### src/rtl/mcu_rst_pkg.sv
package mcu_rst_pkg;
  typedef enum logic [1:0] {
    CAUSE_PIN = 2'b00,
    CAUSE_POR = 2'b01,
    CAUSE_WDT = 2'b10,
    CAUSE_SW  = 2'b11
  } rst_cause_e;

  localparam int unsigned SRST_BIT = 5;

  // pulse source slots, also cause priority order
  localparam int unsigned SRC_POR = 0;
  localparam int unsigned SRC_WDT = 1;
  localparam int unsigned SRC_SW  = 2;
  localparam int unsigned NUM_PULSE_SRC = 3;
endpackage

### src/rtl/mcu_rst_pin_filter.sv
module mcu_rst_pin_filter #(
  parameter int unsigned QUAL_CLK = 12,
  parameter int unsigned HOLD_CLK = 6
) (
  input  logic clk_i,
  input  logic rst_ni,
  input  logic pin_i,
  output logic start_o,
  output logic pin_rst_o
);
  localparam int unsigned QW = $clog2(QUAL_CLK + 1);
  localparam int unsigned HW = $clog2(HOLD_CLK + 1);

  logic [1:0]    sync_q;
  logic [QW-1:0] qcnt_q;
  logic [HW-1:0] hold_q;
  logic          pin_s, qual;

  assign pin_s = sync_q[1];
  assign qual  = (qcnt_q == QW'(QUAL_CLK));

  always_ff @(posedge clk_i or negedge rst_ni) begin
    if (!rst_ni) sync_q <= '0;
    else         sync_q <= {sync_q[0], pin_i};
  end

  always_ff @(posedge clk_i or negedge rst_ni) begin
    if (!rst_ni)     qcnt_q <= '0;
    else if (!pin_s) qcnt_q <= '0;
    else if (!qual)  qcnt_q <= qcnt_q + 1'b1;
  end

  // hold reloads while qualified, runs out one machine cycle after release
  always_ff @(posedge clk_i or negedge rst_ni) begin
    if (!rst_ni)            hold_q <= '0;
    else if (qual)          hold_q <= HW'(HOLD_CLK);
    else if (hold_q != '0)  hold_q <= hold_q - 1'b1;
  end

  assign start_o   = qual && (hold_q == '0);
  assign pin_rst_o = (hold_q != '0);

  assert_pin_qualified_R2: assert property (@(posedge clk_i) disable iff (!rst_ni)
    $rose(pin_rst_o) |-> $past(qcnt_q) == QW'(QUAL_CLK));
endmodule

### src/rtl/mcu_rst_pulse_gen.sv
module mcu_rst_pulse_gen #(
  parameter int unsigned LEN_CLK = 18
) (
  input  logic clk_i,
  input  logic rst_ni,
  input  logic trig_i,
  output logic active_o
);
  localparam int unsigned CW = $clog2(LEN_CLK + 1);

  logic [CW-1:0] cnt_q;

  always_ff @(posedge clk_i or negedge rst_ni) begin
    if (!rst_ni)           cnt_q <= '0;
    else if (trig_i)       cnt_q <= CW'(LEN_CLK);
    else if (cnt_q != '0)  cnt_q <= cnt_q - 1'b1;
  end

  assign active_o = (cnt_q != '0);

  assert_retrigger_R10: assert property (@(posedge clk_i) disable iff (!rst_ni)
    trig_i |=> active_o);
endmodule

### src/rtl/mcu_rst_aux_reg.sv
module mcu_rst_aux_reg
  import mcu_rst_pkg::*;
#(
  parameter int unsigned REG_W = 8
) (
  input  logic             clk_i,
  input  logic             rst_ni,
  input  logic             wr_i,
  input  logic [REG_W-1:0] wdata_i,
  input  logic             clr_i,
  output logic             srst_o
);
  logic srst_q;

  always_ff @(posedge clk_i or negedge rst_ni) begin
    if (!rst_ni)                        srst_q <= 1'b0;
    else if (wr_i && wdata_i[SRST_BIT]) srst_q <= 1'b1;
    else if (clr_i)                     srst_q <= 1'b0;
  end

  assign srst_o = srst_q;

  assert_srst_self_clear_R7: assert property (@(posedge clk_i) disable iff (!rst_ni)
    (srst_q && !(wr_i && wdata_i[SRST_BIT])) |=> !srst_q);
endmodule

### src/rtl/mcu_rst_seq.sv
module mcu_rst_seq
  import mcu_rst_pkg::*;
#(
  parameter int unsigned OSC_PER_MC  = 6,
  parameter int unsigned PIN_QUAL_MC = 2,
  parameter int unsigned PULSE_MC    = 3,
  parameter int unsigned HOLD_MC     = 1,
  parameter int unsigned REG_W       = 8
) (
  input  logic             clk_i,
  input  logic             rst_ni,
  input  logic             rst_pin_i,
  input  logic             por_i,
  input  logic             wdt_ovf_i,
  input  logic             wdt_en_i,
  input  logic             reg_wr_i,
  input  logic [REG_W-1:0] reg_wdata_i,
  output logic             sys_rst_o,
  output logic             aux_srst_o,
  output logic [1:0]       cause_o
);
  localparam int unsigned QUAL_CLK  = PIN_QUAL_MC * OSC_PER_MC;
  localparam int unsigned PULSE_CLK = PULSE_MC * OSC_PER_MC;
  localparam int unsigned HOLD_CLK  = HOLD_MC * OSC_PER_MC;

  logic [NUM_PULSE_SRC-1:0] trig, active;
  logic                     pin_start, pin_rst, srst;
  rst_cause_e               cause_q;

  mcu_rst_pin_filter #(.QUAL_CLK(QUAL_CLK), .HOLD_CLK(HOLD_CLK)) u_pin (
    .clk_i, .rst_ni, .pin_i(rst_pin_i), .start_o(pin_start), .pin_rst_o(pin_rst)
  );

  mcu_rst_aux_reg #(.REG_W(REG_W)) u_aux (
    .clk_i, .rst_ni, .wr_i(reg_wr_i), .wdata_i(reg_wdata_i),
    .clr_i(trig[SRC_SW]), .srst_o(srst)
  );

  assign trig[SRC_POR] = por_i;
  assign trig[SRC_WDT] = wdt_ovf_i & wdt_en_i;
  assign trig[SRC_SW]  = srst;

  for (genvar g = 0; g < NUM_PULSE_SRC; g++) begin : g_pulse
    mcu_rst_pulse_gen #(.LEN_CLK(PULSE_CLK)) u_gen (
      .clk_i, .rst_ni, .trig_i(trig[g]), .active_o(active[g])
    );
  end

  always_ff @(posedge clk_i or negedge rst_ni) begin
    if (!rst_ni)             cause_q <= CAUSE_POR;
    else if (trig[SRC_POR])  cause_q <= CAUSE_POR;
    else if (trig[SRC_WDT])  cause_q <= CAUSE_WDT;
    else if (trig[SRC_SW])   cause_q <= CAUSE_SW;
    else if (pin_start)      cause_q <= CAUSE_PIN;
  end

  assign sys_rst_o  = (|active) | pin_rst;
  assign aux_srst_o = srst;
  assign cause_o    = cause_q;

  assert_por_priority_R9: assert property (@(posedge clk_i) disable iff (!rst_ni)
    por_i |=> (sys_rst_o && cause_o == CAUSE_POR));

  assert_wdt_pulse_R4: assert property (@(posedge clk_i) disable iff (!rst_ni)
    (wdt_ovf_i && wdt_en_i && !por_i) |=> (sys_rst_o && cause_o == CAUSE_WDT));
endmodule

### config.mk
export PLATFORM = sky130hd
export DESIGN_NAME = mcu_rst_seq
export DESIGN_NICKNAME = d
export VERILOG_FILES = /design/src/rtl/mcu_rst_pkg.sv /design/src/rtl/mcu_rst_pin_filter.sv /design/src/rtl/mcu_rst_pulse_gen.sv /design/src/rtl/mcu_rst_aux_reg.sv /design/src/rtl/mcu_rst_seq.sv
export SDC_FILE = /design/constraint.sdc
export NUM_CORES = 1
export LEC_CHECK = 0
export BUFFER_PORTS_ARGS = -buffer_cell sky130_fd_sc_hd__buf_2
export CAP_MARGIN = 20
export CORE_UTILIZATION = 52
export CTS_BUF_LIST = sky130_fd_sc_hd__clkbuf_2 sky130_fd_sc_hd__clkbuf_4 sky130_fd_sc_hd__clkbuf_8
export CTS_CLUSTER_DIAMETER = 60
export DETAILED_ROUTE_END_ITERATION = 8
export PLACE_DENSITY = 0.81
export SETUP_SLACK_MARGIN = 0.2
export SLEW_MARGIN = 20
export SYNTH_ARGS = -nofsm -noshare
export SYNTH_HDL_FRONTEND = slang
export SYNTH_SLANG_ARGS = --single-unit
### constraint.sdc
create_clock -name clk_i -period 1.5 [get_ports clk_i]
set_clock_uncertainty 0.1 [all_clocks]
set_input_delay 0.375 -clock clk_i [delete_from_list [all_inputs] [get_ports clk_i]]
set_output_delay 0.375 -clock clk_i [all_outputs]
set_load 0.005 [all_outputs]
==> reports/results.ini <==
[floorplanning]
pin_count = 19
die_h_um = 52.2
fp.coreArea_mm2 = 0.00230
chipWidth_um = 52.2
initial_core_util_pct = 57.1
die-area_mm2 = 0.00273
fp-row-count = 17

[synth]
seq_area_frac_synth_pct = 51.6
number_of_enable_type_register_cells_in_the_synthesized_netlist = 0
synth_top_area_share_pct = 49.6
synthTopCellsByCount = 26 x sky130_fd_sc_hd__dfrtp_1, 11 x sky130_fd_sc_hd__inv_1, 11 x sky130_fd_sc_hd__nand2_1
synth.net_count = 141
synth_area_leaders = sky130_fd_sc_hd__dfrtp_1 50%, sky130_fd_sc_hd__ha_1 6.7%, sky130_fd_sc_hd__nor4b_4 5.4%, sky130_fd_sc_hd__xnor2_1 4.0%, sky130_fd_sc_hd__inv_1 3.1%
yosys_warnings = 0
post_syn_instances = 119
netlist.top_cell.by_area = sky130_fd_sc_hd__dfrtp_1
synth.ff_latch_count = 27
postSynthAreaPerCell_um2 = 11.0
dominantRegCellSynth = sky130_fd_sc_hd__dfrtp_1
synth.distinct_cells = 28
post_synth_instance_area_mm2 = 0.00131
proportion_of_synthesized_flip_flops_having_asynchronous_set_or_reset_pct = 100
synth.most_common_cell = sky130_fd_sc_hd__dfrtp_1

[grt]
gr-total-overflow = 0
grtUsageTotal_pct = 23.5
first_global_vias = 1086
grt_first_pass_wirelength_um = 4590
antenna_found_initial = 0
grt_start_max_net_pins = 28

[clock_network]
tritoncts = done
clock_tree.buffer_depth = 2
h-tree-depth = 1
clockRootBuffer = sky130_fd_sc_hd__clkbuf_4
clock_latency_ns = 0.33
cts.sinks = 27
cts_buffers = 3
clk_pin_slew_worst_paths_ns = 0.15

[final_layout]
areaGrowthSynthToFinish_pct = 46.7
insertedDiodeCount = 0
finish.instance_area_mm2 = 0.00193
post_route_cells_drive_above_1_share_pct = 52.6
nNetsFinal = 194
final.fill_count = 124

[drt]
detail_route.vias_per_cell = 5.47
routedWlPerCell_um = 16.1
drc_errors = 0
via_count = 1089
drtAntennaViolNets = 0
detail_route.iter0.violations = 16
route.final.wire_length_um = 3200
detailedRoute.firstPassIterationCount = 4

[job]
max-cap-violations = 0

[timing]
hold_viol = 0
worst_slack_ns = -0.475
min_period_over_period_pct = 132
setup_viol = 8
timing.final.crit_period_ns = 1.97
transition_at_the_pin_with_the_smallest_max_transition_slack_ns = 0.581
achievable-frequency_ghz = 0.506
slew_violations = 0
rsz0062_at_grt = yes
max-slew-margin-rel_pct = 61.3

[setup_path]
crit_path_max_fanout = 2
timing.setup.critical_path_class = flop to output pin
reg2reg_depth = 5
crit_arrival_ns = 1.50
worst_setup_path_end_kind = output pin
crit-reg2reg-capture = g_pulse[1].u_gen.cnt_q[3]
timing.critical_path.slowest_cell_delay_ns = 0.41
crit_required_ns = 1.02
cpMaxStageDelayCell = sky130_fd_sc_hd__dfrtp_1
r2r-start = g_pulse[1].u_gen.cnt_q[1]
worst_setup_path_start_kind = flop
setup.reg_to_reg.worst_slack_ns = -0.11
crit_path_cell_trace = inv_2 -> ha_4 -> nor4b_4 -> nand4_1 -> buf_2

[power]
worst_ir_drop_on_vdd_v = 0.00129
power-per-cell-area_mw_per_mm2 = 1630
leakage_uw = 0.000873

[place]
placed_cell_area_mm2 = 0.00157
placement.setup.worst_slack_ns = -0.0568
gpl.final_weighted_congestion = 0.759
dp_hpwl_um = 1720
port_buffers = 11

[worst_hold_path]
hold_start = rst_pin_i
hold_end = u_pin.sync_q[0]
worst_hold_path_type = input pin to flop
whs_path_depth = 1

[status]
outcome = finished with violations
violations = setup timing

[state kept, by name (all words and copies together), names as in the netlist]
| signal | flops |
|---|---|
| g_pulse.u_gen.cnt_q | 15 |
| u_pin.qcnt_q | 4 |
| u_pin.hold_q | 3 |
| cause_o | 2 |
| u_pin.sync_q | 2 |
| u_aux.srst_o | 1 |
[where the power goes]
part           switching, uW  total [uW]  internal (uW)
sequential               206        1130            927
combinational            675        1670            999
clock                    224         324            100
total                   1100        3130           2030
[routing by layer]
layer	up-vias	track usage, %	wire (um)
met5	-	0	0
met4	0	7.89	122
met3	15	3.48	106
met2	24	43.8	1610
met1	542	27.2	1370
li1	508	-	-
[area by class of cell]
| cell class | instances | area (um2) | area share, % |
|---|---|---|---|
| inverter | 11 | 41.3 | 2.14 |
| tap | 28 | 35.0 | 1.82 |
| multi-input combinational | 81 | 761 | 39.5 |
| clock inverter | 1 | 5.00 | 0.260 |
| clock buffer | 3 | 22.5 | 1.17 |
| sequential | 27 | 678 | 35.2 |
| timing repair buffer | 48 | 383 | 19.9 |
[what timing repair did]
action,in CTS,in global routing
buffers inserted,13,6
pin swaps,11,8
hold buffers,1,0
endpoints found under the hold margin,26,0
gates resized for setup,27,16
setup endpoints to repair,24,23
[how the worst max path moves through the flow]
stage / slack (ns) / cells past startpoint / end / from
4_1_cts: -0.42 / 5 / sys_rst_o / g_pulse[2].u_gen.cnt_q[0]
2_1_floorplan: 0.02 / 4 / sys_rst_o / g_pulse[2].u_gen.cnt_q[1]
5_1_grt: -0.56 / 5 / sys_rst_o / g_pulse[1].u_gen.cnt_q[0]
6_report: -0.47 / 5 / sys_rst_o / g_pulse[2].u_gen.cnt_q[0]
3_5_place_dp: -0.06 / 5 / sys_rst_o / u_pin.hold_q[0]
3_3_place_gp: -0.05 / 5 / sys_rst_o / u_pin.hold_q[0]
[worst max-delay path: cells and delay by family (launching register included)]
family | cells | cell delay [ns]
and+or+nand+nor | 2 | 0.37
adders and majority gates | 1 | 0.13
DFF | 1 | 0.41
buffers and inverters | 2 | 0.25
[per-stage QoR]
step / power, uW / hold WS, ns / cells / util [%] / setup TNS [ns]
6_report: 3130 / 0.0315 / 199 / 83.8 / -0.875
5_1_grt: 3350 / 0.0163 / 199 / 83.8 / -1.52
4_1_cts: 2840 / 0.0420 / 193 / 79.1 / -0.587
3_5_place_dp: 2210 / 0.246 / 175 / 68.5 / -0.101
3_3_place_gp: 2130 / 0.233 / 175 / 68.5 / -0.0479
2_1_floorplan: 1780 / -0.0206 / 119 / - / 0
[kinds of logic (layout without fill, tap and decap cells)]
group	Yosys count	in the layout	share of synthesized area (%)
fa+ha+maj	7	7	6.67
compound gates	22	22	11.0
buf+inv	11	63	3.15
mux	1	1	0.763
simple gates	45	45	22.9
xor+xnor	6	6	4.00
flops	27	27	51.6
[cell usage in the layout (no fill, tap or decap), types with 5 or more instances in the layout]
cell                      netlist  routed
sky130_fd_sc_hd__ha_4           0       6
sky130_fd_sc_hd__dfrtp_1       26      25
sky130_fd_sc_hd__buf_6          0      12
sky130_fd_sc_hd__buf_4          0      25
sky130_fd_sc_hd__inv_2          0      10
sky130_fd_sc_hd__buf_2          0      10
sky130_fd_sc_hd__xnor2_2        0       5
sky130_fd_sc_hd__a21oi_1        7       6
sky130_fd_sc_hd__nand2_1       11      10
No activity file was read; power rests on OpenSTA's default activity.
